<file path="src/rtl/dcache_req_ctrl.sv">
module dcache_req_ctrl #(
  parameter int ADDR_W     = 16,
  parameter int LINE_BYTES = 16,
  parameter int SETS       = 4,
  parameter int WAYS       = 2,
  parameter int MSHR_N     = 2,
  parameter int MERGE_MAX  = 2,
  parameter int MQ_DEPTH   = 4,
  parameter int SZ_W       = $clog2(LINE_BYTES) + 2
) (
  input  logic                          clk,
  input  logic                          rst_n,
  input  logic                          cfg_alloc_on_write,
  input  logic                          cfg_copy_back,
  input  logic                          req_valid,
  input  logic                          req_write,
  input  logic                          req_atomic,
  input  logic [ADDR_W-1:0]             req_addr,
  input  logic [SZ_W-1:0]               req_bytes,
  output logic [1:0]                    resp_status,
  output logic                          mq_valid,
  output logic [1:0]                    mq_kind,
  output logic [ADDR_W-1:0]             mq_addr,
  output logic [$clog2(MQ_DEPTH+1)-1:0] mq_count,
  input  logic                          mq_pop,
  input  logic                          cpl_valid,
  input  logic [ADDR_W-1:0]             cpl_addr
);
  localparam int OFF_W = $clog2(LINE_BYTES);
  localparam int SET_W = $clog2(SETS);
  localparam int BLK_W = ADDR_W - OFF_W;
  localparam int TAG_W = BLK_W - SET_W;
  localparam int WAY_W = (WAYS > 1) ? $clog2(WAYS) : 1;
  localparam int MI_W  = (MSHR_N > 1) ? $clog2(MSHR_N) : 1;
  localparam int MC_W  = $clog2(MERGE_MAX + 1);
  localparam int PTR_W = $clog2(MQ_DEPTH);
  localparam int CNT_W = $clog2(MQ_DEPTH + 1);

  localparam logic [1:0] S_HIT = 2'd0, S_MISS = 2'd1, S_REJ = 2'd2;
  localparam logic [1:0] L_INV = 2'd0, L_VAL = 2'd1, L_DIRTY = 2'd2, L_WAIT = 2'd3;
  localparam logic [1:0] K_FETCH = 2'd0, K_STORE = 2'd1, K_CPYBK = 2'd2;

  logic [1:0]        ln_st  [SETS][WAYS];
  logic [TAG_W-1:0]  ln_tag [SETS][WAYS];
  logic [WAY_W-1:0]  ln_age [SETS][WAYS];
  logic              ms_v   [MSHR_N];
  logic [BLK_W-1:0]  ms_blk [MSHR_N];
  logic [MC_W-1:0]   ms_cnt [MSHR_N];
  logic [1:0]        q_kind [MQ_DEPTH];
  logic [ADDR_W-1:0] q_addr [MQ_DEPTH];
  logic [PTR_W-1:0]  rd_ptr, wr_ptr;
  logic [CNT_W-1:0]  q_cnt;

  logic [BLK_W-1:0] blk, cblk;
  logic [SET_W-1:0] set_i, cset;
  logic [TAG_W-1:0] tag_i, ctag;
  assign blk   = req_addr[ADDR_W-1:OFF_W];
  assign set_i = blk[SET_W-1:0];
  assign tag_i = blk[BLK_W-1:SET_W];
  assign cblk  = cpl_addr[ADDR_W-1:OFF_W];
  assign cset  = cblk[SET_W-1:0];
  assign ctag  = cblk[BLK_W-1:SET_W];

  logic             hit, pend, vic_ok;
  logic [WAY_W-1:0] hw, vw;
  logic [1:0]       probe;

  always_comb begin
    logic             have_inv, have_old;
    logic [WAY_W-1:0] inv_w, old_w, best;
    hit = 1'b0; pend = 1'b0; hw = '0;
    have_inv = 1'b0; inv_w = '0; have_old = 1'b0; old_w = '0; best = '0;
    for (int w = 0; w < WAYS; w++) begin
      if (ln_tag[set_i][w] == tag_i && (ln_st[set_i][w] == L_VAL || ln_st[set_i][w] == L_DIRTY)) begin
        hit = 1'b1; hw = WAY_W'(w);
      end
      if (ln_tag[set_i][w] == tag_i && ln_st[set_i][w] == L_WAIT) pend = 1'b1;
      if (ln_st[set_i][w] == L_INV && !have_inv) begin
        have_inv = 1'b1; inv_w = WAY_W'(w);
      end
      if ((ln_st[set_i][w] == L_VAL || ln_st[set_i][w] == L_DIRTY) &&
          (!have_old || ln_age[set_i][w] > best)) begin
        have_old = 1'b1; old_w = WAY_W'(w); best = ln_age[set_i][w];
      end
    end
    vic_ok = have_inv || have_old;
    vw     = have_inv ? inv_w : old_w;
    probe  = hit ? S_HIT : ((pend || vic_ok) ? S_MISS : S_REJ);
  end

  logic            m_hit, m_free, m_avail;
  logic [MI_W-1:0] mh, mf;
  always_comb begin
    m_hit = 1'b0; mh = '0; m_free = 1'b0; mf = '0;
    for (int m = 0; m < MSHR_N; m++) begin
      if (ms_v[m] && ms_blk[m] == blk) begin m_hit = 1'b1; mh = MI_W'(m); end
      if (!ms_v[m] && !m_free) begin m_free = 1'b1; mf = MI_W'(m); end
    end
  end
  assign m_avail = m_hit ? (int'(ms_cnt[mh]) < MERGE_MAX) : m_free;

  logic room1, room2, room3;
  assign room1 = int'(q_cnt) + 1 <= MQ_DEPTH;
  assign room2 = int'(q_cnt) + 2 <= MQ_DEPTH;
  assign room3 = int'(q_cnt) + 3 <= MQ_DEPTH;

  logic              touch, set_dirty, wr_first, rd_go, m_new, m_add;
  logic [1:0]        p_n;
  logic [1:0]        p_kind [3];
  logic [ADDR_W-1:0] p_addr [3];
  logic [WAY_W-1:0]  tw;

  always_comb begin
    int n;
    resp_status = S_REJ;
    touch = 1'b0; set_dirty = 1'b0; wr_first = 1'b0; rd_go = 1'b0;
    if (req_valid && probe != S_REJ) begin
      if (req_write) begin
        if (probe == S_HIT) begin
          if (cfg_copy_back) begin
            touch = 1'b1; set_dirty = 1'b1; resp_status = S_HIT;
          end else if (room1) begin
            touch = 1'b1; wr_first = 1'b1; resp_status = S_HIT;
          end
        end else if (cfg_alloc_on_write) begin
          if (room3 && m_avail && (m_hit || room1) && (m_hit || vic_ok)) begin
            wr_first = 1'b1; rd_go = 1'b1; resp_status = S_MISS;
          end
        end else if (room1) begin
          wr_first = 1'b1; resp_status = S_MISS;
        end
      end else if (probe == S_HIT) begin
        touch = 1'b1; set_dirty = req_atomic; resp_status = S_HIT;
      end else if (room2 && m_avail && (m_hit || vic_ok)) begin
        rd_go = 1'b1; resp_status = S_MISS;
      end
    end
    m_add = rd_go && m_hit;
    m_new = rd_go && !m_hit;
    tw    = m_new ? vw : hw;
    for (int i = 0; i < 3; i++) begin p_kind[i] = K_FETCH; p_addr[i] = '0; end
    n = 0;
    if (wr_first) begin p_kind[0] = K_STORE; p_addr[0] = req_addr; n = 1; end
    if (m_new) begin
      p_kind[n] = K_FETCH; p_addr[n] = {blk, {OFF_W{1'b0}}}; n = n + 1;
      if (ln_st[set_i][vw] == L_DIRTY && cfg_copy_back) begin
        p_kind[n] = K_CPYBK; p_addr[n] = {ln_tag[set_i][vw], set_i, {OFF_W{1'b0}}}; n = n + 1;
      end
    end
    p_n = 2'(n);
  end

  logic pop_ok;
  assign pop_ok = mq_pop && q_cnt != '0;

  always_ff @(posedge clk or negedge rst_n) begin
    if (!rst_n) begin
      for (int s = 0; s < SETS; s++)
        for (int w = 0; w < WAYS; w++) begin
          ln_st[s][w] <= L_INV; ln_tag[s][w] <= '0; ln_age[s][w] <= WAY_W'(w);
        end
      for (int m = 0; m < MSHR_N; m++) begin
        ms_v[m] <= 1'b0; ms_blk[m] <= '0; ms_cnt[m] <= '0;
      end
      for (int i = 0; i < MQ_DEPTH; i++) begin q_kind[i] <= K_FETCH; q_addr[i] <= '0; end
      rd_ptr <= '0; wr_ptr <= '0; q_cnt <= '0;
    end else begin
      if (cpl_valid) begin
        for (int m = 0; m < MSHR_N; m++)
          if (ms_v[m] && ms_blk[m] == cblk) ms_v[m] <= 1'b0;
        for (int w = 0; w < WAYS; w++)
          if (ln_st[cset][w] == L_WAIT && ln_tag[cset][w] == ctag) ln_st[cset][w] <= L_VAL;
      end
      if (touch || m_new) begin
        for (int w = 0; w < WAYS; w++)
          if (WAY_W'(w) == tw) ln_age[set_i][w] <= '0;
          else if (ln_age[set_i][w] < ln_age[set_i][tw]) ln_age[set_i][w] <= ln_age[set_i][w] + 1'b1;
      end
      if (set_dirty) ln_st[set_i][hw] <= L_DIRTY;
      if (m_new) begin
        ln_st[set_i][vw]  <= L_WAIT;
        ln_tag[set_i][vw] <= tag_i;
        ms_v[mf] <= 1'b1; ms_blk[mf] <= blk; ms_cnt[mf] <= MC_W'(1);
      end
      if (m_add) ms_cnt[mh] <= ms_cnt[mh] + 1'b1;
      for (int i = 0; i < 3; i++)
        if (i < int'(p_n)) begin
          q_kind[wr_ptr + PTR_W'(i)] <= p_kind[i];
          q_addr[wr_ptr + PTR_W'(i)] <= p_addr[i];
        end
      wr_ptr <= wr_ptr + PTR_W'(p_n);
      if (pop_ok) rd_ptr <= rd_ptr + 1'b1;
      q_cnt <= q_cnt + CNT_W'(p_n) - CNT_W'(pop_ok);
    end
  end

  assign mq_valid = q_cnt != '0;
  assign mq_kind  = q_kind[rd_ptr];
  assign mq_addr  = q_addr[rd_ptr];
  assign mq_count = q_cnt;

  p_req_fits_line_r4: assert property (@(posedge clk) disable iff (!rst_n)
    req_valid |-> int'(req_bytes) <= LINE_BYTES);

  p_set_busy_passthru_r1: assert property (@(posedge clk) disable iff (!rst_n)
    (req_valid && !hit && !pend && !vic_ok) |-> (resp_status == S_REJ && p_n == 2'd0));

  p_reject_leaves_queue_r5: assert property (@(posedge clk) disable iff (!rst_n)
    (req_valid && resp_status == S_REJ && !mq_pop) |=> mq_count == $past(mq_count));

  p_no_overflow_r10: assert property (@(posedge clk) disable iff (!rst_n)
    int'(mq_count) <= MQ_DEPTH);

  p_no_copyback_in_wt_r6: assert property (@(posedge clk) disable iff (!rst_n)
    (!cfg_copy_back && mq_valid) |-> mq_kind != K_CPYBK);

  p_hit_quiet_r9: assert property (@(posedge clk) disable iff (!rst_n)
    (req_valid && resp_status == S_HIT && (!req_write || cfg_copy_back) && !mq_pop)
    |=> mq_count == $past(mq_count));
endmodule

</file>
<file path="config.mk">
export PLATFORM = sky130hd
export DESIGN_NAME = dcache_req_ctrl
export DESIGN_NICKNAME = d
export VERILOG_FILES = /design/src/rtl/dcache_req_ctrl.sv
export SDC_FILE = /design/constraint.sdc
export NUM_CORES = 1
export LEC_CHECK = 0
export ABC_AREA = 1
export BUFFER_PORTS_ARGS = -buffer_cell sky130_fd_sc_hd__buf_2
export CORE_AREA = 2 2 179 181
export DETAILED_ROUTE_END_ITERATION = 7
export DIE_AREA = 0 0 181 183
export REMOVE_ABC_BUFFERS = 1
export SETUP_SLACK_MARGIN = 0.2
export SLEW_MARGIN = 25
export SYNTH_ARGS = -nofsm -noshare
export SYNTH_HDL_FRONTEND = slang
export SYNTH_SLANG_ARGS = --single-unit
</file>
<file path="constraint.sdc">
create_clock -name clk -period 6.7 [get_ports clk]
set_input_delay 0.67 -clock clk [delete_from_list [all_inputs] [get_ports clk]]
set_output_delay 0.67 -clock clk [all_outputs]
set_load 0.005 [all_outputs]
</file>
== Word level (Yosys, flattened, before mapping) ==
Cells that the tools add are included.

* Memories kept: 0
* RAM bits: 0
* Output and inout port bits: 24
* Memory bits (read-only): 0
* Latch bits: 0
* Register bits after elaboration: 213

* Muxes and demuxes: 182
* $mul: 0
* Eq/ne operators: 18
* Bitwise operators: 36
* Order comparisons: 34
* Reduce and logical (&&, ||, !) cells: 50
* Div/mod/pow operators: 0
* $add $sub $neg: 14
* Shift operators: 0

{| class="wikitable"
|+ Operators by type and width
! operator !! number
|-
| $mux 16 || 14
|-
| $bwmux 64 || 3
|-
| $mux 64 || 3
|-
| $demux 16 s2 || 5
|-
| $mux 20 || 5
|-
| $bwmux 48 || 2
|-
| $mux 48 || 2
|-
| $bmux 20 s2 || 2
|-
| $bwmux 80 || 1
|-
| $mux 2 || 37
|-
| $ge 32x3->1 const B || 2
|-
| $lt 32x1->1 const B || 2
|-
| $mux 8 || 8
|-
| $mux 1 || 53
|-
| $eq 12x12->1 || 4
|-
| $and 8x8->8 || 5
|-
| $bwmux 8 || 5
|-
| $demux 20 s2 || 1
|-
| $eq 10x10->1 || 4
|-
| $mux 10 || 4
|-
| $not 8->8 || 5
|-
| $mux 4 || 9
|-
| $logic_and 1x1->1 || 34
|-
| $bmux 16 s2 || 1
|-
| other kinds (52) || 123
|}

== Logic depth before layout (Yosys ltp) ==
* Depth in word-level cells: 36
* Gate-level depth with buffers: 30

== Worst setup path after synthesis ==
OpenSTA, ideal clock, no wires.

* Kind: input to register
* Start point: input req_addr[5]
* End point: register q_cnt[2] (netlist: mq_count[2])
* Required time: 6.577 ns
* Path slack: 2.073 ns
* Arrival: 4.504 ns
* Stages on the path: 23
* Path buffers: 3
* Cells stage by stage: buf_6 -> nand2_2 -> buf_4 -> o22ai_1 -> a221oi_1 -> ha_1 -> nor4_1 -> nor2_1 -> o21ai_1 -> nor2_4 -> o21ai_2 -> nand2_1 -> nand2_4 -> inv_1 -> buf_2 -> ha_1 -> nand3_1 -> nand2_4 -> ha_1 -> inv_1 -> ha_1 -> fa_1 -> xnor2_1

* Cells in the longest elaborated chain, start to end: 26

{| class="wikitable"
|+ RTL lines
! item !! line !! text
|-
| start, declared || 18 || <nowiki>input logic [ADDR_W-1:0] req_addr,</nowiki>
|-
| $not 2->3 (not written as such) || - ||
|-
| $bmux 4 s2 || - ||
|-
| $mux 4 (not written as such) (2 in a row) || - ||
|-
| $eq 2x1->1 or $eq 2x2->1 (tied branches) || 74, 81 ||
|-
| $logic_or 1x1->1 || 74, 81 ||
|-
| $mux 1 || 81 || <nowiki>if ((ln_st[set_i][w] == L_VAL || ln_st[set_i][w] == L_DIRTY) &&</nowiki>
|-
| $gt 1x1->1 or $logic_not 1->1 (tied branches) || 82 || <nowiki>(!have_old || ln_age[set_i][w] > best)) begin</nowiki>
|-
| $logic_or 1x1->1 || 82 ||
|-
| [... 9 more ...] || - ||
|-
| $mux 1 || 117 || <nowiki>if (req_valid && probe != S_REJ) begin</nowiki>
|-
| $mux 1 || 143 || <nowiki>if (wr_first) begin p_kind[0] = K_STORE; p_addr[0] = req_addr; n = 1; end</nowiki>
|-
| $add 1x1->2 || 145 || <nowiki>p_kind[n] = K_FETCH; p_addr[n] = {blk, {OFF_W{1'b0}}}; n = n + 1;</nowiki>
|-
| $add 2x1->2 || 147 || <nowiki>p_kind[n] = K_CPYBK; p_addr[n] = {ln_tag[set_i][vw], set_i, {OFF_W{1'b0}}}; n = n + 1;</nowiki>
|-
| $mux 2 || 146 || <nowiki>if (ln_st[set_i][vw] == L_DIRTY && cfg_copy_back) begin</nowiki>
|-
| $mux 2 (*) || 144 || <nowiki>if (m_new) begin</nowiki>
|-
| $add 3x2->3 (*) || 193 || <nowiki>q_cnt <= q_cnt + CNT_W'(p_n) - CNT_W'(pop_ok);</nowiki>
|-
| $sub 3x1->3 (*) || 193 ||
|-
| end signal, assigned || 193 ||
|-
| end, declared || 52 || <nowiki>logic [CNT_W-1:0] q_cnt;</nowiki>
|}

Mark *: on every way between the ends. The rest lies on a longest branch, timed or not. The select of a mux whose other input is x is not followed.
A chain may end at the register's enable or synchronous reset.

== Worst setup path in the final report ==
* Start point: input req_addr[4]
* End point: register q_kind[6] in the netlist's numbering

* Cells in the longest elaborated chain, start to end: 36

{| class="wikitable"
|+ RTL lines
! item !! line !! text
|-
| $not 2->3 (not written as such) || - ||
|-
| $bmux 4 s2 || - ||
|-
| $mux 4 (not written as such) (2 in a row) || - ||
|-
| $eq 2x1->1 or $eq 2x2->1 (tied branches) || 74, 81 ||
|-
| $logic_or 1x1->1 || 74, 81 ||
|-
| $mux 1 || 81 ||
|-
| $gt 1x1->1 or $logic_not 1->1 (tied branches) || 82 ||
|-
| $logic_or 1x1->1 || 82 ||
|-
| [... 19 more ...] || - ||
|-
| $mux 6 || 146 ||
|-
| $mux 6 || 144 ||
|-
| $bwmux 8 || 188 || <nowiki>q_kind[wr_ptr + PTR_W'(i)] <= p_kind[i];</nowiki>
|-
| $mux 8 || 187 || <nowiki>if (i < int'(p_n)) begin</nowiki>
|-
| $bwmux 8 || 188 ||
|-
| $mux 8 || 187 ||
|-
| $bwmux 8 || 188 ||
|-
| $mux 8 (*) || 187 ||
|-
| end signal, assigned by index || 188 ||
|-
| end, declared || 49 || <nowiki>logic [1:0] q_kind [MQ_DEPTH];</nowiki>
|}

Marked as above.

==> results.md <==
- Final min period: 5.632 ns
- IO Port Bufs: 60
- CTS Buffer Depth: 3
- Die Span Y: 183 microns
- Sw Share: 0.4204
- Fmax: 177.6 MHz
- Reg-to-reg critical path startpoint: ln_st[0]$_DFF_PN0_
- Top FF cell, synth: dfrtp_1
- Placed cell area: 14250 sq um
- Resized Gates After CTS: 0
- Endpoints failing setup: 0
- Setup Skew: 0.01658 ns
- Mapped Cells: 2010
- Pin count of the biggest net entering global routing: 122
- Share of cells above drive strength 1: 0.1025
- Finished Cell Area: 15090 sq um
- GR Overflow Total: 0
- Yosys top cell area share: 0.3772
- Fin crit share: 0.8406
- Ant. Diodes: 0
- Top cells by area, synth: dfrtp_1, nand2_1, o21ai_0
- Boundary Pins: 71
- Number of vias per cell: 5.788
- CP Max Fanout: 50
- Worst IR Drop VDD: 0.0002033 V
- Row cnt: 65
- Power share of the combinational group: 0.402
- Worst Path Arrival: 6.05 ns
- WL final: 49330 microns
- WP data required: 7.12 ns
- RSZ-0062 raised after global routing: false
- Worst reg2reg endpoint: q_kind[6]$_DFF_PN0_
- Relative slew slack: 0.3244
- Buf/Inv on CP: 5
- Yosys warns: 0
- Die Width: 181 microns
- Critical Path Max Stage Delay: 0.56 ns
- Average size of a mapped cell: 6.898 sq um
- Clock latency at the later pin of the worst-skew pair: 0.55 ns
- P_sw: 2.502 mW
- Total die area: 33120 sq um
- Final nets: 2074
- Root buffer cell: clkbuf_16
- Post-CTS Setup Inserts: 0
- Reg power frac: 0.366
- Area delta synth->final: 8.862%
- Max-cap violations: 0
- Crit path max-delay family: simple AND/OR/NAND/NOR gates
- Hold Buf Count CTS: 0
- Most area-hungry cell type in the Yosys netlist: dfrtp_1
- GRT Util Overall: 0.2979
- Crit path max-delay cell type: a221oi_1
- DR vias: 14070
- Number of synthesized flops with an enable pin: 0
- Cts bufs inserted: 26
- H-tree lvl count: 1
- Sequential share of the synthesized area: 0.3848
- P per Cell Area: 394.3 nW/um^2
- CP Class: in -> reg
- Ys async rst share: 1.000
- Final Hold Viols: 0
- CTS tree: done
- Setup crit start: req_addr[4]
- Status: finished, final reports clean
- R2r setup slk: 1.70 ns
- Worst Setup EP: q_kind[6]$_DFF_PN0_
- Vias in the first global route: 13340
- Yosys reg bits: 213
- Clk slew on worst S/H paths: 0.06 ns
- Antenna violations before repair: 0
- Int Power: 3.450 mW
- Cell Area, Synth: 13860 sq um
- PnR Total Power: 5.952 mW
- Starting DRT DRC Count: 1327
- DR pass1 iterations: 6
- Clock network power share: 0.232
- Setup TNS: 0 ns
- Unique masters post-synth: 55
- Critical path capture point type: flip-flop
- Crit path cell chain: buf_2, inv_2, nand2_2, inv_2, a221oi_1, ha_1, nor4_1, nor2_1, o21ai_1, nor2_4, o21ai_2, nand2_1, nand2_4, inv_1, ha_1, nand3_1, nand2_4, nand2_8, nand2_2, inv_1, o21bai_1, a21oi_1
- Leak Pwr: 7.637 nW
- Remaining DRCs: 0
- Drt wl/cell: 20.29 microns
- GPL Wtd Cong: 0.9131
- Worst Tran Pin Value: 1.011 ns
- Clk sink count: 213
- Worst hold path class: in -> async
- Initial Utilization: 0.4440
- First-pass GRT wire length: 77170 microns
- Core Box Area: 31230 sq um
- Final Max Slew Viols: 0
- CP startpoint kind: input port
- Critical path depth in cells: 22
- Detailed Place HPWL: 32810 microns
- ANT nets after route: 0
- Reg2Reg Depth: 20
how the worst min path moves through the flow:
stage	end	slack [ns]	cells past startpoint
2_1_floorplan	ln_age[1]$_DFFE_PN0P_	0.37	0
3_3_place_gp	ms_cnt[2]$_DFF_PN0_	0.46	1
3_5_place_dp	ms_cnt[2]$_DFF_PN0_	0.47	1
4_1_cts	ln_st[4]$_DFF_PN0_	0.28	1
5_1_grt	ln_st[4]$_DFF_PN0_	0.02	1
6_report	ln_st[4]$_DFF_PN0_	0.004	1
worst reg2reg max path: stages (launching register included):
cell	delay [ns]
dfrtp_1	0.36
inv_1	0.09
o22ai_1	0.09
a221oi_1	0.48
ha_1	0.38
nor4_1	0.48
nor2_1	0.08
o21ai_1	0.23
nor2_4	0.07
o21ai_2	0.10
nand2_1	0.10
nand2_4	0.20
inv_1	0.34
ha_1	0.49
nand3_1	0.14
nand2_4	0.14
nand2_8	0.23
nand2_2	0.43
inv_1	0.20
o21bai_1	0.18
a21oi_1	0.05
power groups by stage:
stage | registers (mW) | logic [mW] | clock network, mW
2_1_floorplan | 2.10 | 1.61 | 0
3_3_place_gp | 2.17 | 2.30 | 0
3_5_place_dp | 2.18 | 2.35 | 0
4_1_cts | 2.16 | 2.36 | 1.40
5_1_grt | 2.24 | 2.71 | 1.45
6_report | 2.18 | 2.40 | 1.38
registers in the layout, summed over array words and instances (netlist names):
signal / cells
ms_blk: 24
ln_st: 16
ln_tag: 80
ms_cnt: 4
q_addr: 64
wr_ptr: 2
ms_v: 2
rd_ptr: 2
ln_age: 8
q_kind: 8
mq_count: 3
synth_stat cells, types with 4 or more instances:
library cell  instances
nand2_4              10
nand2_1             646
xnor2_1               9
a21oi_1              96
o211ai_1              4
o21ai_0             179
ha_1                 13
nand3_2               5
nor4_1                5
o22ai_1              35
a221oi_1             15
inv_2                26
buf_2                24
inv_1               154
nor2_2                9
nand4_1               8
o221ai_1              8
dfrtp_1             209
nor3_1               22
a22oi_1              22
dfstp_2               4
buf_4                 9
xor2_1               16
nand3b_1              4
buf_6                16
nor2_1              172
o21bai_1              5
nand3_1             158
nand2_2              14
clkbuf_1             56
o21ai_1              12
nor2_4                6
a31oi_1               6
per-layer routing:
| metal | vias up | part of all wire | track usage |
|---|---|---|---|
| met5 | - | 0 | 0 |
| met4 | 0 | 0.033 | 0.1018 |
| met3 | 101 | 0.093 | 0.05083 |
| met2 | 706 | 0.44 | 0.4637 |
| met1 | 6687 | 0.44 | 0.4213 |
| li1 | 6576 | - | - |
logic make-up after synthesis:
| logic type | Yosys count | synth area share |
|---|---|---|
| xor+xnor | 25 | 0.01579 |
| simple gates | 1066 | 0.3279 |
| buf+inv | 291 | 0.09304 |
| fa+ha+maj | 14 | 0.01318 |
| flops | 213 | 0.3848 |
| compound gates | 399 | 0.1639 |
| mux | 2 | 0.001444 |
layout by cell type (no fill, tap or decap), types with 6 or more instances in the layout:
cell / synthesis / layout
a31oi_1: 6 / 6
inv_2: 26 / 26
nor3_1: 22 / 22
ha_1: 13 / 13
o21ai_1: 12 / 12
nand3_2: 5 / 6
inv_1: 154 / 154
xor2_1: 16 / 16
o22ai_1: 35 / 35
nand2_1: 646 / 646
nand2_4: 10 / 10
o221ai_1: 8 / 8
dfrtp_1: 209 / 209
nand3_1: 158 / 157
a221oi_1: 15 / 15
nor2_1: 172 / 172
xnor2_1: 9 / 9
buf_2: 24 / 59
nand2_2: 14 / 14
a21oi_1: 96 / 96
a22oi_1: 22 / 22
nor2_2: 9 / 9
o21ai_0: 179 / 179
nor2_4: 6 / 6
buf_4: 9 / 23
clkbuf_16: 0 / 26
clkinv_2: 0 / 6
nand4_1: 8 / 8
through the flow:
| step | setup slack (ns) | instances | hold WS (ns) | utilization |
|---|---|---|---|---|
| 6_report | 1.068 | 2431 | 0.003572 | 0.4833 |
| 5_1_grt | 0.7426 | 2431 | 0.01979 | 0.4833 |
| 4_1_cts | 1.186 | 2430 | 0.2787 | 0.4823 |
| 3_5_place_dp | 0.6291 | 2386 | 0.4700 | 0.4562 |
| 3_3_place_gp | 0.7337 | 2386 | 0.4640 | 0.4562 |
| 2_1_floorplan | 1.822 | 1901 | 0.3744 | - |
final cells by class:
class / instances / area [sq um]
clock inverters: 8 / 76.32
well taps: 402 / 503.0
inverters: 182 / 685.7
clock buffers: 36 / 738.2
fillers: 3245 / 16140
repair buffers: 84 / 510.5
flip-flops and latches: 213 / 5335
multi-input cells: 1506 / 7244
(Power assumes the default switching activity.)
